## src/rtl/pwm_timer_pkg.sv

```systemverilog
package pwm_timer_pkg;
  localparam logic [2:0] ADDR_CTRL = 3'd0;
  localparam logic [2:0] ADDR_CLK  = 3'd1;
  localparam logic [2:0] ADDR_CNTB = 3'd2;
  localparam logic [2:0] ADDR_CMPB = 3'd3;
  localparam logic [2:0] ADDR_LIVE = 3'd4;
  localparam logic [2:0] ADDR_STAT = 3'd5;

  // strobes from control to datapath, valid for one cycle
  typedef struct packed {
    logic load;     // copy staging into live registers
    logic dec;      // count down by one
    logic toggle;   // invert the output level
    logic setFlag;  // end-of-period event
  } dpStrobes_t;
endpackage

```

## src/rtl/pwm_tick_gen.sv

```systemverilog
module pwm_tick_gen #(
  parameter int PRE_W = 8,
  parameter int DIV_W = 2
) (
  input  logic             clk,
  input  logic             rstN,
  input  logic             en,
  input  logic [PRE_W-1:0] preVal,
  input  logic [DIV_W-1:0] divSel,
  output logic             tick
);
  localparam int DCNT_W = 1 << DIV_W;

  logic [PRE_W-1:0]  preCnt;
  logic [DCNT_W-1:0] divCnt;
  logic [DIV_W-1:0]  selHeld;
  logic [DCNT_W-1:0] ratioM1;
  logic              preWrap;

  // ratio 2^(sel+1) minus one: ones in bits 0..sel
  always_comb begin
    ratioM1 = '0;
    for (int i = 0; i < DCNT_W; i++)
      if (i <= int'(selHeld)) ratioM1[i] = 1'b1;
  end

  assign preWrap = en && (preCnt >= preVal);
  assign tick    = preWrap && (divCnt >= ratioM1);

  always_ff @(posedge clk or negedge rstN) begin
    if (!rstN) begin
      preCnt  <= '0;
      divCnt  <= '0;
      selHeld <= '0;
    end else if (!en) begin
      preCnt  <= '0;
      divCnt  <= '0;
      selHeld <= divSel;
    end else if (preWrap) begin
      preCnt  <= '0;
      selHeld <= divSel;
      divCnt  <= (divCnt >= ratioM1) ? '0 : divCnt + 1'b1;
    end else begin
      preCnt <= preCnt + 1'b1;
    end
  end


  tick_spacing_chk: assert property (@(posedge clk) disable iff (!rstN)
    tick |=> !tick);
endmodule

```

## src/rtl/pwm_datapath.sv

```systemverilog
module pwm_datapath
  import pwm_timer_pkg::*;
#(
  parameter int CNT_W = 16
) (
  input  logic             clk,
  input  logic             rstN,
  input  dpStrobes_t       stb,
  input  logic [CNT_W-1:0] cntBuf,
  input  logic [CNT_W-1:0] cmpBuf,
  output logic [CNT_W-1:0] liveCnt,
  output logic             cntZero,
  output logic             cntAtCmp,
  output logic             pwmOut
);
  logic [CNT_W-1:0] liveCmp;

  always_ff @(posedge clk or negedge rstN) begin
    if (!rstN) begin
      liveCnt <= '0;
      liveCmp <= '0;
      pwmOut  <= 1'b0;
    end else begin
      if (stb.load) begin
        liveCnt <= cntBuf;
        liveCmp <= cmpBuf;
      end else if (stb.dec) begin
        liveCnt <= liveCnt - 1'b1;
      end
      if (stb.toggle) pwmOut <= ~pwmOut;
    end
  end

  assign cntZero  = (liveCnt == '0);
  assign cntAtCmp = (liveCnt == liveCmp);


  dec_step_chk: assert property (@(posedge clk) disable iff (!rstN)
    stb.dec |=> liveCnt == CNT_W'($past(liveCnt) - 1'b1));

  load_copy_chk: assert property (@(posedge clk) disable iff (!rstN)
    stb.load |=> liveCnt == $past(cntBuf));

  pwm_hold_chk: assert property (@(posedge clk) disable iff (!rstN)
    !stb.toggle |=> $stable(pwmOut));
endmodule

```

## src/rtl/pwm_ctrl.sv

```systemverilog
module pwm_ctrl
  import pwm_timer_pkg::*;
#(
  parameter int CNT_W  = 16,
  parameter int PRE_W  = 8,
  parameter int DIV_W  = 2,
  parameter int DATA_W = 32
) (
  input  logic              clk,
  input  logic              rstN,
  input  logic              wrEn,
  input  logic [2:0]        addr,
  input  logic [DATA_W-1:0] wrData,
  output logic [DATA_W-1:0] rdData,
  input  logic              tick,
  input  logic [CNT_W-1:0]  liveCnt,
  input  logic              cntZero,
  input  logic              cntAtCmp,
  output dpStrobes_t        stb,
  output logic              runEn,
  output logic [PRE_W-1:0]  preVal,
  output logic [DIV_W-1:0]  divSel,
  output logic [CNT_W-1:0]  cntBuf,
  output logic [CNT_W-1:0]  cmpBuf,
  output logic              irqOut
);
  logic startBit, manualBit, autoReload, irqEn, statFlag, halted;
  logic clrFlag;

  assign clrFlag = wrEn && (addr == ADDR_STAT) && wrData[0];

  always_comb begin
    stb = '0;
    if (manualBit) begin
      stb.load = 1'b1;
    end else if (startBit && tick && !halted) begin
      if (cntZero) begin
        stb.toggle  = 1'b1;
        stb.setFlag = 1'b1;
        stb.load    = autoReload;
      end else begin
        stb.dec    = 1'b1;
        stb.toggle = cntAtCmp;
      end
    end
  end

  always_ff @(posedge clk or negedge rstN) begin
    if (!rstN) begin
      {irqEn, autoReload, manualBit, startBit} <= '0;
      preVal   <= '0;
      divSel   <= '0;
      cntBuf   <= '0;
      cmpBuf   <= '0;
      statFlag <= 1'b0;
      halted   <= 1'b0;
    end else begin
      if (wrEn) begin
        case (addr)
          ADDR_CTRL: {irqEn, autoReload, manualBit, startBit} <= wrData[3:0];
          ADDR_CLK: begin
            preVal <= wrData[PRE_W-1:0];
            divSel <= wrData[PRE_W +: DIV_W];
          end
          ADDR_CNTB: cntBuf <= wrData[CNT_W-1:0];
          ADDR_CMPB: cmpBuf <= wrData[CNT_W-1:0];
          default: ;
        endcase
      end
      if (stb.setFlag)  statFlag <= 1'b1;
      else if (clrFlag) statFlag <= 1'b0;
      if (manualBit)                          halted <= 1'b0;
      else if (stb.setFlag && !autoReload)    halted <= 1'b1;
    end
  end

  assign runEn  = startBit;
  assign irqOut = statFlag && irqEn;

  always_comb begin
    case (addr)
      ADDR_CTRL: rdData = DATA_W'({irqEn, autoReload, manualBit, startBit});
      ADDR_CLK:  rdData = DATA_W'({divSel, preVal});
      ADDR_CNTB: rdData = DATA_W'(cntBuf);
      ADDR_CMPB: rdData = DATA_W'(cmpBuf);
      ADDR_LIVE: rdData = DATA_W'(liveCnt);
      ADDR_STAT: rdData = DATA_W'(statFlag);
      default:   rdData = '0;
    endcase
  end


  flag_source_chk: assert property (@(posedge clk) disable iff (!rstN)
    $rose(statFlag) |-> $past(tick && cntZero));

  stop_freeze_chk: assert property (@(posedge clk) disable iff (!rstN)
    (!startBit && !manualBit) |=> $stable(liveCnt));

  flag_clear_chk: assert property (@(posedge clk) disable iff (!rstN)
    (clrFlag && !tick) |=> !statFlag);

  halt_hold_chk: assert property (@(posedge clk) disable iff (!rstN)
    (halted && !manualBit) |=> $stable(liveCnt));
endmodule

```

## src/rtl/pwm_timer.sv

```systemverilog
module pwm_timer
  import pwm_timer_pkg::*;
#(
  parameter int CNT_W  = 16,
  parameter int PRE_W  = 8,
  parameter int DATA_W = 32
) (
  input  logic              clk,
  input  logic              rstN,
  input  logic              wrEn,
  input  logic [2:0]        addr,
  input  logic [DATA_W-1:0] wrData,
  output logic [DATA_W-1:0] rdData,
  output logic              pwmOut,
  output logic              irqOut
);
  localparam int DIV_W = 2;

  dpStrobes_t       stb;
  logic             tick, runEn, cntZero, cntAtCmp;
  logic [PRE_W-1:0] preVal;
  logic [DIV_W-1:0] divSel;
  logic [CNT_W-1:0] cntBuf, cmpBuf, liveCnt;

  pwm_tick_gen #(.PRE_W(PRE_W), .DIV_W(DIV_W)) uTick (
    .clk(clk), .rstN(rstN), .en(runEn), .preVal(preVal),
    .divSel(divSel), .tick(tick));

  pwm_ctrl #(.CNT_W(CNT_W), .PRE_W(PRE_W), .DIV_W(DIV_W), .DATA_W(DATA_W)) uCtrl (
    .clk(clk), .rstN(rstN), .wrEn(wrEn), .addr(addr), .wrData(wrData),
    .rdData(rdData), .tick(tick), .liveCnt(liveCnt), .cntZero(cntZero),
    .cntAtCmp(cntAtCmp), .stb(stb), .runEn(runEn), .preVal(preVal),
    .divSel(divSel), .cntBuf(cntBuf), .cmpBuf(cmpBuf), .irqOut(irqOut));

  pwm_datapath #(.CNT_W(CNT_W)) uDp (
    .clk(clk), .rstN(rstN), .stb(stb), .cntBuf(cntBuf), .cmpBuf(cmpBuf),
    .liveCnt(liveCnt), .cntZero(cntZero), .cntAtCmp(cntAtCmp), .pwmOut(pwmOut));
endmodule

```

## config.mk

```make
export PLATFORM = sky130hd
export DESIGN_NAME = pwm_timer
export DESIGN_NICKNAME = d
export VERILOG_FILES = /design/src/rtl/pwm_timer_pkg.sv /design/src/rtl/pwm_tick_gen.sv /design/src/rtl/pwm_datapath.sv /design/src/rtl/pwm_ctrl.sv /design/src/rtl/pwm_timer.sv
export SDC_FILE = /design/constraint.sdc
export NUM_CORES = 1
export LEC_CHECK = 0
export BUFFER_PORTS_ARGS = -buffer_cell sky130_fd_sc_hd__buf_2
export CORE_UTILIZATION = 62
export DETAILED_ROUTE_END_ITERATION = 8
export HOLD_SLACK_MARGIN = 0.15
export PLACE_DENSITY_LB_ADDON = 0.2
export REMOVE_ABC_BUFFERS = 1
export SETUP_SLACK_MARGIN = 0.02
export SLEW_MARGIN = 20
export SYNTH_ARGS = -nofsm -noshare
export SYNTH_HDL_FRONTEND = slang
export SYNTH_SLANG_ARGS = --single-unit
```

## constraint.sdc

```tcl
create_clock -name clk -period 4.1 [get_ports clk]
set_clock_uncertainty 0.15 [all_clocks]
set_input_delay 0.615 -clock clk [delete_from_list [all_inputs] [get_ports clk]]
set_output_delay 0.615 -clock clk [all_outputs]
set_load 0.01 [all_outputs]
```

==> reports/results.txt, run 1 <==
Remaining DRCs: 0
Leak: 2.53 nW
Clock power frac: 0.214
Die Y-Extent: 93.9 um
Worst Setup End Kind: register
Worst-Skew Late Latency: 0.36 ns
CP Launch Type: register
Via-per-instance ratio: 5.98
Core Rows: 33
F_max: 0.335 GHz
Post-Layout Cell Count: 633
Ports: 72
DP Area: 5460 um2
Clock Tree Buf Depth: 2
RSZ-0062 raised after global routing: no
Adder-cell share of the synthesized area: 0.0335
Top_reg_cell synth: dfrtp_1
Synth unique cells: 60
Switching share of power: 0.338
Largest family of logic cells by synthesized area: multiplexers
H-tree levels: 3
PortBufs: 39
Tightest Pin Transition: 0.901 ns
Post-synthesis cell area: 5230 um2
Clk root buf: clkbuf_8
Max-Cap Viols: 0
Area grow syn2layout: 8.30%
Initial core utilization: 0.640
Post-route cell area: 5670 um2
Worst min path class: input port to async pin
CP required: 4.20 ns
Post-synthesis simple-gate area fraction: 0.134
Routed WL: 11.5 mm
Cells after Synth: 492
Cts hold-fix bufs: 0
Antenna violations before repair: 0
Synth warn: 0
GP Congestion: 0.895
Post-route setup slack: 1.12 ns
Post-synthesis compound-gate area fraction: 0.0971
Syn_area_per_cell: 10.6 um2
Clock transition at path regs: 0.09 ns
Pwr Density: 537 nW/um2
DRT iter0 DRCs: 203
Crit Path Category: register to register
Largest net degree at the start of global routing: 72
Router iterations before antenna repair: 4
Clock buffer count from CTS: 9
Die Wd: 93.9 um
FFs w/ async S/R, synth: 1.00
Die footprint: 8810 um2
Post-CTS sizing: 0
Comb pwr share: 0.300
Setup Buffers After CTS: 0
Number of flops mapped to enable cells by yosys: 0
Total gr overflow: 0
CTS tree: done
Vias: 3786
Inserted Diodes: 0
Overall global routing resource usage: 0.287
Status: finished, final reports clean
Tmin final: 2.98 ns
Place WS: 1.15 ns
First-pass GRT wire length: 19.0 mm
Tot Pwr: 3.04 mW
Worst reg2reg path depth: 8
Crit-path max FO: 42
Vias in the first global route: 3892
Flop pwr share: 0.487
Arr. time, crit path: 3.08 ns
P_int: 2.01 mW
CTS Sinks: 95
Final setup viols: 0
Mux cell area share after synthesis: 0.164
#FFs+latches synth: 95
Hpwl dp: 8.27 mm
Placed Instances: 619
Core footprint: 8180 um2
Post-Synth XOR/XNOR Area: 0.0569
Max-Slew Margin vs Limit: 0.400
Peak VDD IR: 0.258 mV
Final count of hold timing violations: 0
Share of cells above drive strength 1: 0.254
Slew Limit Fails: 0
ANT nets after route: 0
Setup tns final: 0 ns
Wirelength per Cell: 18.1 um
Switch Pwr: 1.03 mW
Seq/Total Area, Yosys: 0.454
Total Nets Final: 577
Tcrit/Tclk final: 0.727
[synth_stat cells, drive strengths merged (2+ instances only)]
master | n | area share
mux2i | 11 | 0.021
mux2 | 57 | 0.13
xnor2 | 28 | 0.047
ha | 14 | 0.033
nand2 | 37 | 0.027
or2 | 3 | 0.0036
nand2b | 4 | 0.0048
nand3 | 12 | 0.011
inv | 17 | 0.012
o211ai | 3 | 0.0043
xor2 | 6 | 0.010
and3 | 4 | 0.0048
nand3b | 2 | 0.0029
clkbuf | 19 | 0.014
nor4b | 2 | 0.0033
nor4 | 9 | 0.014
buf | 23 | 0.034
o21ai | 32 | 0.031
a31oi | 5 | 0.0060
nor2 | 34 | 0.025
o22ai | 3 | 0.0036
nor3b | 4 | 0.0067
a22oi | 6 | 0.0086
o21a | 3 | 0.0043
or3 | 5 | 0.0060
a32o | 2 | 0.0038
nor3 | 11 | 0.011
nand4 | 5 | 0.0060
dfrtp | 95 | 0.45
mux4 | 2 | 0.0086
a21oi | 16 | 0.015
[routing by layer]
metal | global-route usage | up-vias | routed length, um | part of all wire
li1 | - | 1772 | - | -
met1 | 0.360 | 1898 | 4920 | 0.43
met2 | 0.490 | 92 | 5800 | 0.51
met3 | 0.0494 | 24 | 517 | 0.045
met4 | 0.119 | 0 | 248 | 0.022
met5 | 0 | - | 0 | 0
[critical path, cell delays in order, from the launching register on]
cell and delay, ns:
dfrtp_1 0.38, nand2_1 0.07, ha_1 0.30, nand2_1 0.06, o21ai_1 0.21, nand4b_1 0.52, o31a_2 0.62, buf_12 0.22
mux2_4 0.32
[power groups by stage]
stage                     Clock, mW  Combinational (mW)  Sequential (mW)
after floorplan                   0               0.691             1.41
after global placement            0               0.870             1.48
after detailed placement          0               0.907             1.49
after CTS                     0.657               0.914             1.48
after global routing          0.702               0.999             1.51
final                         0.650               0.912             1.48
[final cells by class]
class | count | area (um2)
multi-input combinational | 353 | 2610
clock inverter | 5 | 75.1
sequential | 95 | 2380
clock buffer | 9 | 124
tap | 105 | 131
inverter | 17 | 63.8
timing repair buffer | 49 | 285
fill | 644 | 2510
[cells by family (layout without fill, tap and decap cells)]
kind of cell	Yosys count	in the layout
mux	70	70
buf+inv	59	80
xor+xnor	34	34
fa+ha+maj	14	14
flops	95	95
simple gates	137	137
compound gates	82	82
other cells	1	16
[per-stage QoR]
stage | utilization | hold WS, ns
floorplan | - | 0.169
global placement | 0.668 | 0.324
detailed placement | 0.668 | 0.329
CTS | 0.692 | 0.255
global route | 0.693 | 0.289
finish | 0.693 | 0.202
[path summary, 6_finish.rpt]
kind	end	startpoint	slack [ns]
max	uDp.liveCmp[12]$_DFFE_PN0P_	uTick.selHeld[0]$_DFFE_PN0P_	1.12
min	uCtrl.cmpBuf[11]$_DFFE_PN0P_	rstN	0.20
max reg2reg	uDp.liveCmp[12]$_DFFE_PN0P_	uTick.selHeld[0]$_DFFE_PN0P_	1.12
min reg2reg	uDp.pwmOut$_DFFE_PN0P_	uDp.pwmOut$_DFFE_PN0P_	0.34
max in group asynchronous	uTick.divCnt[1]$_DFFE_PN0P_	rstN	2.68
min in group clk	uCtrl.preVal[6]$_DFFE_PN0P_	wrData[6]	0.34
[cells in the final DEF, fill, tap and decap left out, types with 14 or more instances in the layout]
cell,count
a21oi_1,16
buf_2,38
conb_1,16
dfrtp_1,95
ha_1,14
inv_1,17
mux2_2,41
mux2_4,16
nand2_1,36
nor2_1,33
o21ai_0,31
xnor2_1,28
[state kept, by name, summed over array words and instances (netlist names), 2 cells and up]
name and cells:
uTick.preCnt 8, uDp.liveCmp 16, uTick.selHeld 2, uCtrl.preVal 8
uDp.liveCnt 16, uCtrl.divSel 2, uCtrl.cntBuf 16, uCtrl.cmpBuf 16
uTick.divCnt 4
No activity file was read; power rests on OpenSTA's default activity.
==> run 2: changes to the inputs <==
--- a/config.mk
+++ b/config.mk
@@ -6,7 +6,7 @@
 export NUM_CORES = 1
 export LEC_CHECK = 0
 export BUFFER_PORTS_ARGS = -buffer_cell sky130_fd_sc_hd__buf_2
-export CORE_UTILIZATION = 62
+export CORE_UTILIZATION = 58
 export DETAILED_ROUTE_END_ITERATION = 8
 export HOLD_SLACK_MARGIN = 0.15
 export PLACE_DENSITY_LB_ADDON = 0.2
==> constraint.sdc (replaced) <==
create_clock -name clk -period 2.8 [get_ports clk]
set_clock_uncertainty 0.15 [all_clocks]
set_input_delay 0.42 -clock clk [delete_from_list [all_inputs] [get_ports clk]]
set_output_delay 0.42 -clock clk [all_outputs]
set_load 0.01 [all_outputs]
==> run 2 against run 1 <==
  * Largest power group unchanged
  * Final area increased by 3.3%
  * Wire length fell by 1.8%
  * Highest routed layer unchanged
  * Die area rose by 6.7%
  * First-iteration DRC count grew 0.99%
  * Global-route usage fell by 3.1 points
  * Clock power increased by 44%
  * Sequential power is 45% higher
==> reports/results.txt, run 2 (synthesis results as in run 1) <==
GP Congestion: 0.838 (-6.3%)
F_max: 0.381 GHz (+14%)
Largest net degree at the start of global routing: 77 (+6.9%)
Pwr Density: 766 nW/um2 (+43%)
Final count of hold timing violations: 0 (unchanged)
Leak: 2.62 nW (+3.4%)
Via-per-instance ratio: 5.77 (-3.6%)
Vias: 3783 (-0.079%)
Tightest Pin Transition: 0.936 ns (+0.0349 ns)
Initial core utilization: 0.600 (-0.0400)
Tmin final: 2.63 ns (-0.356 ns)
CP max stage cell: dfrtp_1
Max-Cap Viols: 0 (unchanged)
PortBufs: 39 (unchanged)
Overall global routing resource usage: 0.256 (-0.0312)
Die Y-Extent: 97.0 um (+3.3%)
Post-Layout Cell Count: 656 (+3.6%)
Vias in the first global route: 3790 (-2.6%)
ANT nets after route: 0 (unchanged)
Core footprint: 8720 um2 (+6.7%)
Total gr overflow: 0 (unchanged)
Antenna violations before repair: 0 (unchanged)
RSZ-0062 raised after global routing: no
Hold_ws: 0.160 ns (-0.0420 ns)
Ports: 72 (unchanged)
Hpwl dp: 8.09 mm (-2.2%)
Clock buffer count from CTS: 9 (unchanged)
First-pass GRT wire length: 19.0 mm (+0.11%)
Most frequent cells in the layout: 95 x dfrtp_1, 41 x mux2_2, 38 x buf_2, 36 x nand2_1, 33 x nor2_1
DP Area: 5550 um2 (+1.5%)
Worst Setup End Kind: register
Area grow syn2layout: 11.9%
Total Nets Final: 595 (+3.1%)
Peak VDD IR: 0.404 mV (+56%)
Clock transition at path regs: 0.09 ns (about the same)
Worst path max stage delay: 0.43 ns (-0.19 ns)
CP required: 2.89 ns (-1.31 ns)
Crit Path Category: register to register
Routed WL: 11.3 mm (-1.8%)
Final setup viols: 0 (unchanged)
Core Rows: 34 (+3.0%)
Slew Limit Fails: 0 (unchanged)
Tcrit/Tclk final: 0.938 (+0.210)
Setup Buffers After CTS: 0 (unchanged)
Share of cells above drive strength 1: 0.259 (+0.00534)
CTS Sinks: 95 (unchanged)
Die Wd: 97.0 um (+3.3%)
Die footprint: 9410 um2 (+6.7%)
Max-Slew Margin vs Limit: 0.368 (-0.0321)
Inserted Diodes: 0 (unchanged)
CTS tree: done
Commonest non-fill, non-tap cell in the layout: dfrtp_1
H-tree levels: 3 (unchanged)
Post-route cell area: 5850 um2 (+3.3%)
Worst path cell trace: inv_1, ha_1, nand2b_1, a2111o_1, a21oi_1, o31a_2, buf_12, mux2_4
Router iterations before antenna repair: 4 (unchanged)
Clk root buf: clkbuf_8
Status: finished, final reports clean
Remaining DRCs: 0 (unchanged)
CP Launch Type: register
Wirelength per Cell: 17.2 um (-5.3%)
Worst min path class: input port to register
Crit-path max FO: 28 (-33%)
Arr. time, crit path: 2.72 ns (-0.36 ns)
Clock Tree Buf Depth: 2 (unchanged)
Worst-Skew Late Latency: 0.36 ns (about the same)
DRT iter0 DRCs: 205 (+0.99%)
Placed Instances: 630 (+1.8%)
run 2: cell types whose count changed in the layout (fill, tap and decap cells not counted), sizes merged:
cell	before	now
dlygate4sd3	0	10
buf	49	57
clkbuf	9	11
bufinv	2	1
clkinvlp	0	1
run 2: path summary, 6_finish.rpt:
kind / startpoint / end / slack, ns / cells after the start
worst min-delay path: wrData[6] / uCtrl.preVal[6]$_DFFE_PN0P_ / 0.16 / 3
worst max-delay path: uTick.preCnt[0]$_DFF_PN0_ / uDp.liveCmp[4]$_DFFE_PN0P_ / 0.17 / 8
worst min register to register: uDp.pwmOut$_DFFE_PN0P_ / uDp.pwmOut$_DFFE_PN0P_ / 0.35 / 1
max in group asynchronous: rstN / uDp.liveCnt[10]$_DFFE_PN0P_ / 1.46 / 3
worst max register to register: uTick.preCnt[0]$_DFF_PN0_ / uDp.liveCmp[4]$_DFFE_PN0P_ / 0.17 / 8
min in group asynchronous: rstN / uCtrl.cmpBuf[11]$_DFFE_PN0P_ / 0.33 / 2
run 2: routing by layer:
metal,part of all wire,up-vias,global-route usage
li1,-,1818,-
met1,0.44,1873,0.332
met2,0.51,77,0.438
met3,0.030,15,0.0419
met4,0.017,0,0.0815
met5,0,-,0
run 2: area by class of cell:
| type | instances | area (um2) |
|---|---|---|
| Inverter | 17 | 63.8 |
| Tap cell | 108 | 135 |
| Clock buffer | 11 | 151 |
| Multi-Input combinational cell | 353 | 2600 |
| Fill cell | 702 | 2870 |
| Clock inverter | 5 | 56.3 |
| Timing Repair Buffer | 67 | 470 |
| Sequential cell | 95 | 2380 |
run 2: stage by stage:
step | TNS [ns] | setup WS (ns) | utilization | total power, mW
3_5_place_dp | 0 | 0.204 | 0.636 | 3.56
2_1_floorplan | -28.53 | -0.967 | - | 3.07
3_3_place_gp | 0 | 0.229 | 0.636 | 3.50
4_1_cts | 0 | 0.189 | 0.671 | 4.50
6_report | 0 | 0.175 | 0.671 | 4.48
5_1_grt | 0 | 0.0569 | 0.671 | 4.75
run 2: critical path: cells and delay by family, from the launching register on:
kind	cells	cell delay, ns
buffers and inverters	2	0.27
adder cells (fa/ha/maj)	1	0.26
AND/OR/NAND/NOR	1	0.14
AO/OA/AOI/OAI	3	0.94
multiplexers	1	0.31
flip-flops	1	0.43
run 2: repair_timing:
item	CTS	global route
resized for setup	0	1
endpoints found under the setup margin	0	4
endpoints found under the hold margin	32	0
hold buffers	10	0
run 2: where the power goes:
group / internal, mW / switching (mW) / leakage [nW] / total [mW]
combinational: 0.765 / 0.642 / 1.36 / 1.41
clock: 0.460 / 0.479 / 0.105 / 0.939
sequential: 1.74 / 0.396 / 1.16 / 2.14
total: 2.97 / 1.52 / 2.62 / 4.48
==> run 3: changes to the inputs <==
--- a/config.mk
+++ b/config.mk
@@ -6,7 +6,7 @@
 export NUM_CORES = 1
 export LEC_CHECK = 0
 export BUFFER_PORTS_ARGS = -buffer_cell sky130_fd_sc_hd__buf_2
-export CORE_UTILIZATION = 58
+export CORE_UTILIZATION = 50
 export DETAILED_ROUTE_END_ITERATION = 8
 export HOLD_SLACK_MARGIN = 0.15
 export PLACE_DENSITY_LB_ADDON = 0.2
==> run 3 against run 2 <==
  * Critical path depth is 2 higher
  * Sequential cell count unchanged
  * Final area up 1.3%
  * Register-to-register slack improved by 0.03 ns
  * Clock-buffer cell count unchanged
  * Via count grew 0.29%
  * Global-route usage is 2.2 points lower
  * First-iteration DRC count decreased by 28%
  * Final cell count up 4.6%
  * Setup slack better by 0.030 ns
==> reports/results.txt, run 3 (synthesis results as in run 1) <==
Max-Slew Margin vs Limit: 0.620 (+0.253)
Largest net degree at the start of global routing: 59 (-23%)
Most used cell, CP: buf_4
DP Area: 5600 um2 (+1.0%)
Area grow syn2layout: 13.3%
H-tree levels: 3 (unchanged)
Die Y-Extent: 104 um (+7.5%)
Hpwl dp: 8.51 mm (+5.2%)
Status: finished, final reports clean
CP Launch Type: register
RSZ-0062 raised after global routing: no
GP Congestion: 0.835 (-0.41%)
PortBufs: 39 (unchanged)
Tcrit/Tclk final: 0.927 (-0.0109)
Slew Limit Fails: 0 (unchanged)
Die Wd: 104 um (+7.5%)
Final setup viols: 0 (unchanged)
Setup tns final: 0 ns (unchanged)
Clk root buf: clkbuf_8
Vias in the first global route: 3867 (+2.0%)
Routed WL: 11.7 mm (+4.1%)
Peak VDD IR: 0.348 mV (-14%)
First-pass GRT wire length: 19.9 mm (+4.8%)
ANT nets after route: 0 (unchanged)
Clock buffer count from CTS: 9 (unchanged)
Clock Tree Buf Depth: 2 (unchanged)
Worst min path class: input port to register
Worst Setup End Kind: register
Clock transition at path regs: 0.09 ns (about the same)
Die footprint: 10900 um2 (+16%)
Core footprint: 9950 um2 (+14%)
Wirelength per Cell: 17.1 um (-0.45%)
Post-route setup slack: 0.205 ns (+0.0305 ns)
Hold_ws: 0.169 ns (+0.00835 ns)
Total Nets Final: 601 (+1.0%)
CP required: 2.93 ns (+0.04 ns)
Vias: 3794 (+0.29%)
Most frequent cells in the layout: 95 x dfrtp_1, 41 x mux2_2, 38 x buf_2, 36 x nand2_1, 33 x nor2_1
Final count of hold timing violations: 0 (unchanged)
Finished Core Util: 0.595 (-0.0758)
F_max: 0.385 GHz (+1.2%)
Via-per-instance ratio: 5.53 (-4.1%)
Leak: 2.65 nW (+1.1%)
Post-Layout Cell Count: 686 (+4.6%)
Inserted Diodes: 0 (unchanged)
Worst path max stage delay: 0.43 ns (about the same)
Overall global routing resource usage: 0.234 (-0.0221)
Commonest non-fill, non-tap cell in the layout: dfrtp_1
CP max stage cell: dfrtp_1
DRT iter0 DRCs: 148 (-28%)
Arr. time, crit path: 2.73 ns (about the same)
CTS tree: done
Place WS: 0.190 ns (-0.0135 ns)
Max-Cap Viols: 0 (unchanged)
Placed Instances: 660 (+4.8%)
Share of cells above drive strength 1: 0.262 (+0.00308)
Tightest Pin Transition: 0.567 ns (-0.368 ns)
Ports: 72 (unchanged)
CTS Sinks: 95 (unchanged)
Worst-Skew Late Latency: 0.36 ns (about the same)
Core Rows: 36 (+5.9%)
Tot Pwr: 4.54 mW (+1.2%)
Remaining DRCs: 0 (unchanged)
Pwr Density: 766 nW/um2 (about the same)
Worst path cell trace: inv_1, ha_1, nand2b_1, a2111o_1, a21oi_1, buf_4, nor4b_1, buf_4, a21bo_2, a31oi_1
Total gr overflow: 0 (unchanged)
Antenna violations before repair: 0 (unchanged)
Crit Path Category: register to register
Initial core utilization: 0.526 (-0.0744)
Crit-path max FO: 13 (-54%)
Post-route cell area: 5930 um2 (+1.3%)
Router iterations before antenna repair: 4 (unchanged)
Tmin final: 2.59 ns (-0.0305 ns)
[run 3: cell count changes in the layout (fill, tap and decap cells not counted), sizes merged]
cell	before	now
clkinvlp	1	0
buf	57	62
bufinv	1	2
dlygate4sd3	10	11
clkinv	3	2
[run 3: area by class of cell]
cell class,count,area (um2)
clock buffers,11,141
clock inverters,4,70.1
fillers,818,4030
inverters,17,63.8
multi-input cells,353,2600
flip-flops and latches,95,2380
well taps,133,166
repair buffers,73,509
[run 3: power by group]
part | switching [mW] | total [mW] | internal [mW]
sequential | 0.401 | 2.14 | 1.74
combinational | 0.649 | 1.41 | 0.765
clock | 0.461 | 0.982 | 0.520
total | 1.51 | 4.54 | 3.03
[run 3: final timing paths]
check                                                from                           end  slack, ns  depth (start not counted)
max in group asynchronous                            rstN     uTick.preCnt[0]$_DFF_PN0_       1.41                          3
worst min-delay path                            wrData[5]   uCtrl.preVal[5]$_DFFE_PN0P_       0.17                          3
worst max register to register  uTick.preCnt[0]$_DFF_PN0_    uDp.liveCnt[6]$_DFFE_PN0P_       0.21                         10
min in group asynchronous                            rstN  uCtrl.cmpBuf[11]$_DFFE_PN0P_       0.41                          2
worst max-delay path            uTick.preCnt[0]$_DFF_PN0_    uDp.liveCnt[6]$_DFFE_PN0P_       0.21                         10
worst min register to register     uDp.pwmOut$_DFFE_PN0P_        uDp.pwmOut$_DFFE_PN0P_       0.32                          1
[run 3: layer usage]
layer	vias to the layer above	wire (um)	GRT usage	share of wire
li1	1824	-	-	-
met1	1858	5380	0.315	0.46
met4	0	300	0.0949	0.026
met3	24	388	0.0307	0.033
met5	-	0	0	0
met2	88	5660	0.380	0.48
[run 3: critical path, delay by kind of cell (launching register included)]
kind / cells / cell delay [ns]
DFF: 1 / 0.43
and+or+nand+nor: 2 / 0.22
AOI/OAI and AO/OA: 4 / 1.00
adders and majority gates: 1 / 0.26
buffers and inverters: 3 / 0.46
[run 3: timing repair]
| action | CTS | global route |
|---|---|---|
| hold buffers | 11 | 0 |
| endpoints found under the hold margin | 51 | 0 |
| buffers inserted | 0 | 0 |
| resized for setup | 0 | 2 |
| setup endpoints to repair | 0 | 4 |
